**config.mk**
```make
export PLATFORM = sky130hd
export DESIGN_NAME = cache_attr_resolver
export DESIGN_NICKNAME = d
export VERILOG_FILES = /design/src/rtl/cattr_pkg.sv /design/src/rtl/cattr_cfg_regs.sv /design/src/rtl/cattr_region_match.sv /design/src/rtl/cattr_decide.sv /design/src/rtl/cache_attr_resolver.sv
export SDC_FILE = /design/constraint.sdc
export NUM_CORES = 1
export LEC_CHECK = 0
export BUFFER_PORTS_ARGS = -buffer_cell sky130_fd_sc_hd__buf_2
export CAP_MARGIN = 5
export CORE_AREA = 2 2 146 148
export DETAILED_ROUTE_END_ITERATION = 8
export DIE_AREA = 0 0 148 150
export PLACE_DENSITY_LB_ADDON = 0.08
export SYNTH_ARGS = -nofsm -noshare
export SYNTH_HDL_FRONTEND = slang
export SYNTH_SLANG_ARGS = --single-unit
export TNS_END_PERCENT = 20
```
**constraint.sdc**
```tcl
create_clock -name clk -period 2.44 [get_ports clk]
set_clock_uncertainty 0.15 [all_clocks]
set_input_delay 0.488 -clock clk [delete_from_list [all_inputs] [get_ports clk]]
set_output_delay 0.488 -clock clk [all_outputs]
set_load 0.1 [all_outputs]
```
**src/rtl/cattr_pkg.sv**
```systemverilog
package cattr_pkg;

  // Field codes of the configuration write port
  localparam logic [1:0] FLD_BASE = 2'd0;
  localparam logic [1:0] FLD_MASK = 2'd1;
  localparam logic [1:0] FLD_ATTR = 2'd2;

  typedef struct packed {
    logic cacheable;
    logic ext;
    logic fbuf;
  } route_t;

  // Routing of an access once its inhibit status is known
  function automatic route_t route_of(input logic inhibit,
                                      input logic is_write,
                                      input logic is_instr,
                                      input logic tt_zero,
                                      input logic fbuf_en,
                                      input logic cpu);
    route_t r;
    logic   fb;
    fb          = inhibit & fbuf_en & is_instr & ~is_write & tt_zero & ~cpu;
    r.cacheable = ~inhibit;
    r.fbuf      = fb;
    r.ext       = inhibit & ~fb;
    return r;
  endfunction

endpackage

```
**src/rtl/cattr_cfg_regs.sv**
```systemverilog
module cattr_cfg_regs
  import cattr_pkg::*;
#(
  parameter int unsigned ADDR_W = 32,
  parameter int unsigned NREG   = 4,
  localparam int unsigned SEL_W = $clog2(NREG + 1)
)(
  input  logic                           clk,
  input  logic                           rst_n,
  input  logic                           cfg_we,
  input  logic [SEL_W-1:0]               cfg_sel,
  input  logic [1:0]                     cfg_fld,
  input  logic [ADDR_W-1:0]              cfg_wdata,
  output logic [NREG-1:0][ADDR_W-1:0]    rg_base,
  output logic [NREG-1:0][ADDR_W-1:0]    rg_mask,
  output logic [NREG-1:0]                rg_valid,
  output logic [NREG-1:0]                rg_inhib,
  output logic                           dflt_inhibit,
  output logic                           fbuf_en
);

  for (genvar g = 0; g < NREG; g++) begin : g_rg
    logic sel_hit;
    assign sel_hit = cfg_we && (cfg_sel == SEL_W'(g));

    always_ff @(posedge clk) begin
      if (!rst_n) begin
        rg_base[g]  <= '0;
        rg_mask[g]  <= '0;
        rg_valid[g] <= 1'b0;
        rg_inhib[g] <= 1'b0;
      end else if (sel_hit) begin
        case (cfg_fld)
          FLD_BASE: rg_base[g] <= cfg_wdata;
          FLD_MASK: rg_mask[g] <= cfg_wdata;
          FLD_ATTR: begin
            rg_valid[g] <= cfg_wdata[0];
            rg_inhib[g] <= cfg_wdata[1];
          end
          default: ;
        endcase
      end
    end
  end

  logic ctl_hit;
  assign ctl_hit = cfg_we && (cfg_sel == SEL_W'(NREG)) && (cfg_fld == FLD_ATTR);

  always_ff @(posedge clk) begin
    if (!rst_n) begin
      dflt_inhibit <= 1'b1;
      fbuf_en      <= 1'b0;
    end else if (ctl_hit) begin
      dflt_inhibit <= cfg_wdata[0];
      fbuf_en      <= cfg_wdata[1];
    end
  end

endmodule

```
**src/rtl/cattr_region_match.sv**
```systemverilog
module cattr_region_match #(
  parameter int unsigned ADDR_W = 32,
  parameter int unsigned NREG   = 4
)(
  input  logic [ADDR_W-1:0]           addr,
  input  logic [NREG-1:0][ADDR_W-1:0] rg_base,
  input  logic [NREG-1:0][ADDR_W-1:0] rg_mask,
  input  logic [NREG-1:0]             rg_valid,
  output logic [NREG-1:0]             hit
);

  function automatic logic masked_eq(input logic [ADDR_W-1:0] a,
                                     input logic [ADDR_W-1:0] b,
                                     input logic [ADDR_W-1:0] m);
    return ((a & m) == (b & m));
  endfunction

  for (genvar g = 0; g < NREG; g++) begin : g_cmp
    assign hit[g] = rg_valid[g] && masked_eq(addr, rg_base[g], rg_mask[g]);
  end

endmodule

```
**src/rtl/cattr_decide.sv**
```systemverilog
module cattr_decide
  import cattr_pkg::*;
#(
  parameter int unsigned NREG  = 4,
  parameter int unsigned TT_W  = 2,
  localparam int unsigned WIN_W = $clog2(NREG + 2)
)(
  input  logic [NREG-1:0]  hit,
  input  logic [NREG-1:0]  rg_inhib,
  input  logic             dflt_inhibit,
  input  logic             fbuf_en,
  input  logic             is_instr,
  input  logic             is_write,
  input  logic [TT_W-1:0]  tt,
  input  logic             cpu,
  output logic [WIN_W-1:0] win,
  output logic             inhibit,
  output route_t           route
);

  always_comb begin
    win     = WIN_W'(NREG);
    inhibit = dflt_inhibit;
    // walk from lowest priority up so the lowest index ends as winner
    for (int k = NREG - 1; k >= 0; k--) begin
      if (hit[k]) begin
        win     = WIN_W'(k);
        inhibit = rg_inhib[k];
      end
    end
    if (cpu) begin
      win     = WIN_W'(NREG + 1);
      inhibit = 1'b1;
    end
    route = route_of(inhibit, is_write, is_instr, (tt == '0), fbuf_en, cpu);
  end

endmodule

```
**src/rtl/cache_attr_resolver.sv**
```systemverilog
module cache_attr_resolver
  import cattr_pkg::*;
#(
  parameter int unsigned ADDR_W = 32,
  parameter int unsigned NREG   = 4,
  parameter int unsigned TT_W   = 2,
  localparam int unsigned SEL_W = $clog2(NREG + 1),
  localparam int unsigned WIN_W = $clog2(NREG + 2)
)(
  input  logic              clk,
  input  logic              rst_n,
  input  logic              cfg_we,
  input  logic [SEL_W-1:0]  cfg_sel,
  input  logic [1:0]        cfg_fld,
  input  logic [ADDR_W-1:0] cfg_wdata,
  input  logic              req_valid,
  input  logic [ADDR_W-1:0] req_addr,
  input  logic              req_instr,
  input  logic              req_write,
  input  logic [TT_W-1:0]   req_tt,
  input  logic              req_cpu_space,
  output logic              rsp_valid,
  output logic              rsp_cacheable,
  output logic              rsp_ext,
  output logic              rsp_fbuf,
  output logic [WIN_W-1:0]  rsp_win
);

  logic [NREG-1:0][ADDR_W-1:0] rg_base;
  logic [NREG-1:0][ADDR_W-1:0] rg_mask;
  logic [NREG-1:0]             rg_valid;
  logic [NREG-1:0]             rg_inhib;
  logic                        dflt_inhibit;
  logic                        fbuf_en;
  logic [NREG-1:0]             region_hit;
  logic [WIN_W-1:0]            dec_win;
  logic                        dec_inhibit;
  route_t                      dec_route;

  cattr_cfg_regs #(.ADDR_W(ADDR_W), .NREG(NREG)) i_cfg (
    .clk          (clk),
    .rst_n        (rst_n),
    .cfg_we       (cfg_we),
    .cfg_sel      (cfg_sel),
    .cfg_fld      (cfg_fld),
    .cfg_wdata    (cfg_wdata),
    .rg_base      (rg_base),
    .rg_mask      (rg_mask),
    .rg_valid     (rg_valid),
    .rg_inhib     (rg_inhib),
    .dflt_inhibit (dflt_inhibit),
    .fbuf_en      (fbuf_en)
  );

  cattr_region_match #(.ADDR_W(ADDR_W), .NREG(NREG)) i_match (
    .addr     (req_addr),
    .rg_base  (rg_base),
    .rg_mask  (rg_mask),
    .rg_valid (rg_valid),
    .hit      (region_hit)
  );

  cattr_decide #(.NREG(NREG), .TT_W(TT_W)) i_decide (
    .hit          (region_hit),
    .rg_inhib     (rg_inhib),
    .dflt_inhibit (dflt_inhibit),
    .fbuf_en      (fbuf_en),
    .is_instr     (req_instr),
    .is_write     (req_write),
    .tt           (req_tt),
    .cpu          (req_cpu_space),
    .win          (dec_win),
    .inhibit      (dec_inhibit),
    .route        (dec_route)
  );

  always_ff @(posedge clk) begin
    if (!rst_n) begin
      rsp_valid     <= 1'b0;
      rsp_cacheable <= 1'b0;
      rsp_ext       <= 1'b0;
      rsp_fbuf      <= 1'b0;
      rsp_win       <= '0;
    end else begin
      rsp_valid <= req_valid;
      if (req_valid) begin
        rsp_cacheable <= dec_route.cacheable;
        rsp_ext       <= dec_route.ext;
        rsp_fbuf      <= dec_route.fbuf;
        rsp_win       <= dec_win;
      end
    end
  end

endmodule

```
==> results of run 1 <==
## what timing repair did
item                                    4_1_cts  5_1_grt
gates resized for setup                       0        2
endpoints found under the setup margin        0        5
setup buffers                                 0        0
## registers in the layout (all words and copies together), names as in the netlist, 3 cells and up
signal	flops
i_cfg.rg_base	128
i_cfg.rg_mask	128
i_cfg.rg_inhib	4
i_cfg.rg_valid	4
rsp_win	3
## layout make-up
type,instances,share of cell area [%]
antenna,1,0.0179
multi-input combinational,1075,44.7
inverter,2,0.0537
sequential,273,39.1
timing repair buffer,139,7.26
clock inverter,5,0.179
tap,275,2.46
clock buffer,45,6.19
## logic make-up after synthesis
| logic type | after synthesis | share of synthesized area, % |
|---|---|---|
| muxes | 4 | 0.328 |
| DFF | 273 | 44.8 |
| and+or+nand+nor | 605 | 20.1 |
| buffers and inverters | 113 | 4.27 |
| xor gates and xnor gates | 128 | 9.19 |
| AOI/OAI and AO/OA | 338 | 21.3 |
## power by group through the flow
| stage | combinational (mW) | clock [mW] | sequential, mW |
|---|---|---|---|
| detailed placement | 0.641 | 0 | 4.61 |
| CTS | 0.644 | 4.18 | 4.52 |
| global route | 0.690 | 4.37 | 4.52 |
| global placement | 0.639 | 0 | 4.61 |
| finish | 0.653 | 4.14 | 4.52 |
| floorplan | 0.339 | 0 | 4.65 |
## final timing paths
path	start	endpoint	slack, ns	depth (start not counted)
setup / recovery	i_cfg.rg_base[68]$_SDFFE_PN0P_	rsp_win[0]$_SDFFE_PN0P_	0.1	8
hold / removal	req_valid	rsp_win[0]$_SDFFE_PN0P_	0.06	2
setup reg to reg	i_cfg.rg_base[68]$_SDFFE_PN0P_	rsp_win[0]$_SDFFE_PN0P_	0.1	8
hold reg to reg	i_cfg.rg_mask[51]$_SDFFE_PN0P_	i_cfg.rg_mask[51]$_SDFFE_PN0P_	0.30	2
## cells in the mapped netlist, types with 2 or more instances
library cell	count
nand2_1	546
nor3_1	5
buf_4	23
and2_1	3
dfxtp_1	273
nand3b_1	3
nand4_1	13
and3_4	2
a21oi_1	3
inv_1	2
a221oi_1	4
mux2i_1	4
and3_1	3
nor3_2	2
nor2b_1	5
nand3_1	9
a221oi_2	4
a22o_1	8
a222oi_1	4
a21boi_1	158
clkbuf_2	7
a32o_1	3
a22oi_1	40
clkbuf_1	80
xor2_1	128
a21boi_0	105
nor2_1	6
## routing by layer
metal  share of wire [%]  wire length [um]
met2                  46             17000
met4                 2.7               989
met1                  44             16000
met5                   0                 0
met3                 7.4              2730
## metrics by stage
stage	hold WS [ns]	total power [mW]	utilization (%)
finish	0.0597	9.31	67.6
global route	0.0531	9.58	67.6
CTS	0.0455	9.34	67.5
detailed placement	0.295	5.26	63.2
global placement	0.290	5.25	63.2
floorplan	0.284	4.99	-
==> reports/results.ini, run 1 <==
[run_status]
status=finished, final reports clean

[critical_path]
crit_family=compound AO/OA/AOI/OAI gates
cp_slowest_stage_delay_ns=0.32
required_ns=2.71
path_cells=xor2_1 -> a22oi_2 -> nand4_1 -> nor3_2 -> nand2_1 -> a32o_1 -> a21oi_1 -> a21oi_1
crit_arrival_ns=2.62
cp_slowest_cell=dfxtp_1
critPathBufInv=0
end_kind=flop
startpoint_type=flop
crit_type=reg2reg
worstPathMaxFanout=3
cpMostUsedCell=a21oi_1

[pwr]
power.leakage_nw=5.25
ir_worst_vdd_uv=554
pwr-share-seq_pct=48.5
p_per_area_nw_per_um2=666
power.internal_mw=7.13
clockPowerShare_pct=44.5
combPwrFrac_pct=7.0
power.switching_mw=2.17
p_sw_share_pct=23.4

[logic_synthesis]
synth-edff-count=0
synthDistinctLibCells=45
synthTopCellsByArea=dfxtp_1 45%, nand2_1 17%, a21boi_1 9.7%
syn_nets=1539
ys_seq_area_share_pct=44.8
netlist_instances=1461
synthArstFlopShare_pct=0
syn_area_per_cell_sq_um=8.35
yosysWarnings=0
synth-seq-cells=273
synthesis.area_sq_um=12200
synth_top_cell_by_area=dfxtp_1
yosysTopAreaCellShare_pct=44.8
synth_ff_type=dfxtp_1

[timing]
slew_headroom_pct=67.3
tightest_slew_ns=0.490
fin_tns_setup_ns=0
hold_violations=0
rsz0062_at_grt=no
period_needed_ns=2.34
max_freq_mhz=427
fin_crit_sh_pct=95.9
slew_violations=0
setup_ws_ns=0.0994
setup_violations=0

[placed_design]
placed_cells=1764
gp_congestion=0.926
pre_cts_ws_ns=-0.303
hpwlAfterDp_um=23800
placed_area_sq_um=13100
port_buffers=84

[worst_hold_path]
hold_class=in2reg

[drt]
viasPerCell=5.71
routed-via-count=10400
routed_wl_um=36700
drc=0
drt_iter0_markers=823
drt_first_pass_iters=5
wire_per_inst_um=20.2
ant_nets=0

[global_route]
antenna_found_initial=0
grtUsageMet3_pct=3.99
grt-busiest-layer=met2
grt_use_met1_pct=46.3
grt_first_pass_wirelength_um=56400
grt_usage_pct=33.0
grt_max_degree=95
use_met2_pct=54.0
grt_pass1_vias=9598
grt-ovfl-total=0

[cts]
clockBufferDepth=3
cts_tree=yes
root_buffer=clkbuf_16
clk_latency_ns=0.54
cts.clk_slew.worst_paths_ns=0.06
clkSinkCount=273
ctsHoldBuffers=0
cts_buffers=28
cts-htree-levels=1

[finish]
drive_above_1_share_pct=13.2
instances_no_fill=1815
area_growth_pct=14.6
layout_common_cells=546 x nand2_1, 273 x dfxtp_1, 158 x a21boi_1
fillCellCount=1732
final_net_count=1597
multi_input_area_sq_um=6250
final_cell_area_sq_um=14000
register_area_sq_um=5470
mostFrequentLayoutCell=nand2_1

[floorplan]
die_height_um=150
pin_count=85
core_sq_um=20700
die_x_um=148
start_util_pct=58.9
rows=53
die_area_sq_um=22200

[job]
drv_cap=0

Note: power is estimated with default switching activity, not from simulation.
==> run 2, diff against run 1 <==
==> constraint.sdc (replaced) <==
create_clock -name clk -period 2.8 [get_ports clk]
set_clock_uncertainty 0.15 [all_clocks]
set_input_delay 0.56 -clock clk [delete_from_list [all_inputs] [get_ports clk]]
set_output_delay 0.56 -clock clk [all_outputs]
set_load 0.1 [all_outputs]
==> run 2 against run 1 <==
Compared with the run above: critical path depth unchanged; routed wire length fell by 0.70%; die area did not move; largest cell class unchanged; setup slack better by 0.29 ns.
==> reports/results.ini, run 2 (synthesis results as in run 1) <==
[run_status]
status=finished, final reports clean

[critical_path]
worstPathMaxFanout=3  ; unchanged
r2r_start=i_cfg.rg_base[68]$_SDFFE_PN0P_
r2r_cells=8  ; unchanged
crit_arrival_ns=2.69  ; +0.07 ns
startpoint_type=flop
required_ns=3.08  ; +0.37 ns
r2r_slack_ns=0.39  ; +0.29 ns
r2r_end=rsp_cacheable$_SDFFE_PN0P_
crit_type=reg2reg
end_kind=flop

[global_route]
grt_pass1_vias=9746  ; +1.5%
grt_usage_pct=33.1  ; +0.091 points
grt-busiest-layer=met2
use_met2_pct=54.4  ; +0.39 points
grt_use_met1_pct=45.0  ; -1.3 points
grt-ovfl-total=0  ; unchanged
antenna_found_initial=0  ; unchanged
grtUsageMet3_pct=5.06  ; +1.1 points
grt_max_degree=107  ; +13%
grt_first_pass_wirelength_um=56700  ; +0.43%

[timing]
period_needed_ns=2.41  ; +0.0674 ns
hold_violations=0  ; unchanged
fin_crit_sh_pct=86.0  ; -9.9 points
slew_headroom_pct=48.4  ; -19 points
slew_violations=0  ; unchanged
tightest_slew_ns=0.774  ; +0.284 ns
setup_violations=0  ; unchanged
fin_tns_setup_ns=0  ; unchanged
max_freq_mhz=415  ; -2.8%
rsz0062_at_grt=no

[cts]
post-cts-setup-buffer-count=0  ; unchanged
root_buffer=clkbuf_16
cts-htree-levels=1  ; unchanged
clkSinkCount=273  ; unchanged
ctsResizeCount=0  ; unchanged
cts.clk_slew.worst_paths_ns=0.06  ; about the same
cts_buffers=28  ; unchanged
ctsHoldBuffers=0  ; unchanged
cts_tree=yes
clk_latency_ns=0.54  ; about the same
clockBufferDepth=3  ; unchanged

[placed_design]
placed_cells=1742  ; -1.2%
gp_congestion=0.920  ; -0.70%
port_buffers=84  ; unchanged
hpwlAfterDp_um=24200  ; +1.4%

[floorplan]
core_sq_um=20700  ; unchanged
die_area_sq_um=22200  ; unchanged
die_height_um=150  ; unchanged
rows=53  ; unchanged
start_util_pct=58.9  ; unchanged
die_x_um=148  ; unchanged
pin_count=85  ; unchanged

[drt]
drt_first_pass_iters=5  ; unchanged
drc=0  ; unchanged
drt_iter0_markers=939  ; +14%
viasPerCell=5.69  ; -0.50%
routed_wl_um=36500  ; -0.70%
ant_nets=0  ; unchanged
wire_per_inst_um=20.4  ; +0.63%
routed-via-count=10200  ; -1.8%

[finish]
final_net_count=1575  ; -1.4%
layout_common_cells=546 x nand2_1, 273 x dfxtp_1, 158 x a21boi_1
area_growth_pct=12.3
insertedDiodeCount=0  ; -1
instances_no_fill=1791  ; -1.3%
reg_top3=i_cfg.rg_base (128), i_cfg.rg_mask (128)
mostFrequentLayoutCell=nand2_1
fin_util_pct=66.2  ; -1.4 points
drive_above_1_share_pct=11.9  ; -1.3 points

[worst_hold_path]
hp-start=req_valid
hold_depth=2  ; unchanged
min_delay_worst_endpoint=rsp_win[0]$_SDFFE_PN0P_
hold_class=in2reg

[pwr]
ir_worst_vdd_uv=523  ; -5.6%
power.leakage_nw=5.12  ; -2.5%
p_per_area_nw_per_um2=591  ; -11%

[job]
drv_cap=0  ; unchanged

-- run 2: per-layer routing --
layer	up-vias	share of wire (%)
li1	4876	-
met1	4866	43
met2	368	47
met3	72	7.6
met4	0	3.1
met5	-	0
-- run 2: how the worst max path moves through the flow --
stage	depth (start not counted)	to	slack [ns]	start
CTS	8	rsp_cacheable$_SDFFE_PN0P_	0.41	i_cfg.rg_base[68]$_SDFFE_PN0P_
detailed placement	9	rsp_cacheable$_SDFFE_PN0P_	0.04	req_addr[4]
floorplan	8	rsp_cacheable$_SDFFE_PN0P_	0.69	req_addr[21]
global route	8	rsp_ext$_SDFFE_PN0P_	0.26	i_cfg.rg_base[34]$_SDFFE_PN0P_
global placement	9	rsp_cacheable$_SDFFE_PN0P_	0.07	req_addr[4]
finish	8	rsp_cacheable$_SDFFE_PN0P_	0.39	i_cfg.rg_base[68]$_SDFFE_PN0P_
-- run 2: cell type report --
cell class	instances	area (sq um)
clock buffer	43	858
clock inverter	6	30.0
fill	1827	6990
inverter	2	7.51
multi-input combinational	1075	6240
sequential	273	5470
tap	275	344
timing repair buffer	117	749
-- run 2: worst max-delay path, stage by stage (launching register included) --
cell and delay [ns]:
dfxtp_1 0.32, xor2_1 0.16, a22oi_1 0.48, nand4_1 0.26
nor3_2 0.30, a32o_1 0.17, o211a_1 0.15, o22ai_2 0.10
a32o_1 0.21
-- run 2: report_power, final --
part / total [mW] / switching [mW] / internal [mW]
Clock: 3.61 / 1.51 / 2.09
Combinational: 0.558 / 0.371 / 0.187
Sequential: 3.94 / 0.0207 / 3.92
-- run 2: metrics by stage --
stage / cell area, sq um / power, mW / hold slack, ns / setup slack (ns)
after global routing: 13700 / 8.31 / 0.182 / 0.259
final: 13700 / 8.10 / 0.160 / 0.392
after detailed placement: 12800 / 4.57 / 0.295 / 0.0364
after floorplan: 12200 / 4.34 / 0.284 / 0.691
after CTS: 13700 / 8.12 / 0.145 / 0.407
after global placement: 12800 / 4.57 / 0.290 / 0.0671
==> run 3, diff against run 2 <==
--- a/config.mk
+++ b/config.mk
@@ -7,9 +7,9 @@
 export LEC_CHECK = 0
 export BUFFER_PORTS_ARGS = -buffer_cell sky130_fd_sc_hd__buf_2
 export CAP_MARGIN = 5
-export CORE_AREA = 2 2 146 148
+export CORE_AREA = 2 2 152 154
 export DETAILED_ROUTE_END_ITERATION = 8
-export DIE_AREA = 0 0 148 150
+export DIE_AREA = 0 0 154 156
 export PLACE_DENSITY_LB_ADDON = 0.08
 export SYNTH_ARGS = -nofsm -noshare
 export SYNTH_HDL_FRONTEND = slang
==> run 3 against run 2 <==
Compared with the run above: die area rose by 8.2%; combinational power fell by 0.7%; sequential cell count did not move; cell count rose by 0.61%; routed wire length rose by 3.0%; hold slack got worse by 0.023 ns; cell area rose by 0.99%; critical endpoint is now rsp_win[0]$_SDFFE_PN0P_; largest cell class unchanged.
==> reports/results.ini, run 3 (synthesis results as in run 1) <==
[placed_design]
placed_cells=1748  ; +0.34%
hpwlAfterDp_um=24500  ; +1.4%
gp_congestion=0.887  ; -3.6%
placed_area_sq_um=12800  ; +0.16%
port_buffers=84  ; unchanged

[cts]
cts_tree=yes
cts_buffers=29  ; +3.6%
cts-htree-levels=1  ; unchanged
clk_latency_ns=0.55  ; about the same
post-cts-setup-buffer-count=0  ; unchanged
root_buffer=clkbuf_16
ctsResizeCount=0  ; unchanged
clockBufferDepth=3  ; unchanged
ctsHoldBuffers=0  ; unchanged
cts.clk_slew.worst_paths_ns=0.06  ; about the same
clkSinkCount=273  ; unchanged

[critical_path]
crit_type=reg2reg
cp_slowest_cell=a22oi_1
crit_start=i_cfg.rg_base[71]$_SDFFE_PN0P_
crit_arrival_ns=2.66  ; -0.03 ns
end_kind=flop
required_ns=3.08  ; about the same
crit_end=rsp_win[0]$_SDFFE_PN0P_
cp_slowest_stage_delay_ns=0.44  ; -0.04 ns
r2r_end=rsp_win[0]$_SDFFE_PN0P_
r2r_slack_ns=0.43  ; +0.03 ns
crit_family=compound AO/OA/AOI/OAI gates
critPathBufInv=0  ; unchanged
r2r_cells=8  ; unchanged
r2r_start=i_cfg.rg_base[71]$_SDFFE_PN0P_
crit_cells=8  ; unchanged
worstPathMaxFanout=3  ; unchanged
startpoint_type=flop
path_cells=xor2_1 -> a22oi_1 -> nand4_1 -> nor3_2 -> nand2_1 -> a32o_1 -> a21oi_1 -> a21oi_1
cpMostUsedCell=a21oi_1

[floorplan]
die_x_um=154  ; +4.1%
die_area_sq_um=24000  ; +8.2%
core_sq_um=22400  ; +8.1%
rows=55  ; +3.8%
pin_count=85  ; unchanged
die_height_um=156  ; +4.0%
start_util_pct=54.5  ; -4.4 points

[finish]
mostFrequentLayoutCell=nand2_1
insertedDiodeCount=0  ; unchanged
final_net_count=1572  ; -0.19%
reg_top3=i_cfg.rg_base (128), i_cfg.rg_mask (128)
layout_common_cells=546 x nand2_1, 273 x dfxtp_1, 158 x a21boi_1
fin_util_pct=61.9  ; -4.4 points
area_growth_pct=13.5
instances_no_fill=1802  ; +0.61%
drive_above_1_share_pct=12.0  ; +0.12 points
final_cell_area_sq_um=13800  ; +0.99%

[timing]
slew_headroom_pct=57.9  ; +9.5 points
period_needed_ns=2.37  ; -0.0337 ns
fin_tns_setup_ns=0  ; unchanged
tightest_slew_ns=0.631  ; -0.143 ns
setup_violations=0  ; unchanged
max_freq_mhz=421  ; +1.4%
rsz0062_at_grt=no
fin_crit_sh_pct=84.8  ; -1.2 points
slew_violations=0  ; unchanged
hold_violations=0  ; unchanged

[drt]
viasPerCell=5.71  ; +0.43%
drc=0  ; unchanged
routed-via-count=10300  ; +1.1%
drt_iter0_markers=944  ; +0.53%
ant_nets=0  ; unchanged
drt_first_pass_iters=8  ; +3
wire_per_inst_um=20.8  ; +2.4%
routed_wl_um=37600  ; +3.0%

[global_route]
antenna_found_initial=0  ; unchanged
grt_max_degree=85  ; -21%
grt-ovfl-total=0  ; unchanged
grt_first_pass_wirelength_um=57000  ; +0.59%
grt_usage_pct=31.0  ; -2.1 points
grt_pass1_vias=9704  ; -0.43%

[worst_hold_path]
hp-start=req_valid
hold_class=in2reg

[run_status]
status=finished, final reports clean

[job]
drv_cap=0  ; unchanged

[pwr]
power.leakage_nw=5.16  ; +0.81%
p_per_area_nw_per_um2=615  ; +3.9%
ir_worst_vdd_uv=411  ; -21%

-- run 3: worst register-to-register path: stages, from the launching register on --
cell and delay, ns:
dfxtp_1 0.32, xor2_1 0.17, a22oi_1 0.44, nand4_1 0.26
nor3_2 0.29, nand2_1 0.12, a32o_1 0.28, a21oi_1 0.16
a21oi_1 0.08
-- run 3: worst min-delay path by stage --
stage	end	cells past startpoint	slack, ns
2_1_floorplan	i_cfg.rg_mask[18]$_SDFFE_PN0P_	2	0.28
3_3_place_gp	i_cfg.rg_mask[6]$_SDFFE_PN0P_	2	0.29
3_5_place_dp	i_cfg.rg_mask[90]$_SDFFE_PN0P_	2	0.30
4_1_cts	rsp_win[0]$_SDFFE_PN0P_	2	0.12
5_1_grt	rsp_win[0]$_SDFFE_PN0P_	2	0.14
6_report	rsp_win[0]$_SDFFE_PN0P_	2	0.14
-- run 3: report_power, final --
part / internal (mW) / leakage [nW] / switching [mW]
combinational: 0.185 / 2.47 / 0.369
clock: 2.39 / 0.496 / 1.62
sequential: 3.92 / 2.20 / 0.0200
total: 6.50 / 5.16 / 2.01
-- run 3: cell type report --
cell class | count | area [sq um]
timing repair buffer | 113 | 757
fill | 2025 | 8530
inverter | 2 | 7.51
tap | 285 | 357
multi-input combinational | 1075 | 6240
clock inverter | 12 | 149
clock buffer | 42 | 855
sequential | 273 | 5470
-- run 3: per-stage QoR --
step	worst slack, ns	hold WS (ns)	total power [mW]
2_1_floorplan	0.691	0.284	4.34
4_1_cts	0.481	0.122	8.51
5_1_grt	0.389	0.137	8.70
3_3_place_gp	0.115	0.290	4.57
6_report	0.426	0.136	8.50
3_5_place_dp	0.0935	0.295	4.57
-- run 3: per-layer routing --
layer	routed length [um]	vias up	GRT usage [%]	part of all wire [%]
li1	-	4876	-	-
met1	16300	4919	42.8	43
met2	17000	422	49.7	45
met3	3030	72	4.78	8.1
met4	1300	0	10.8	3.5
met5	0	-	0	0
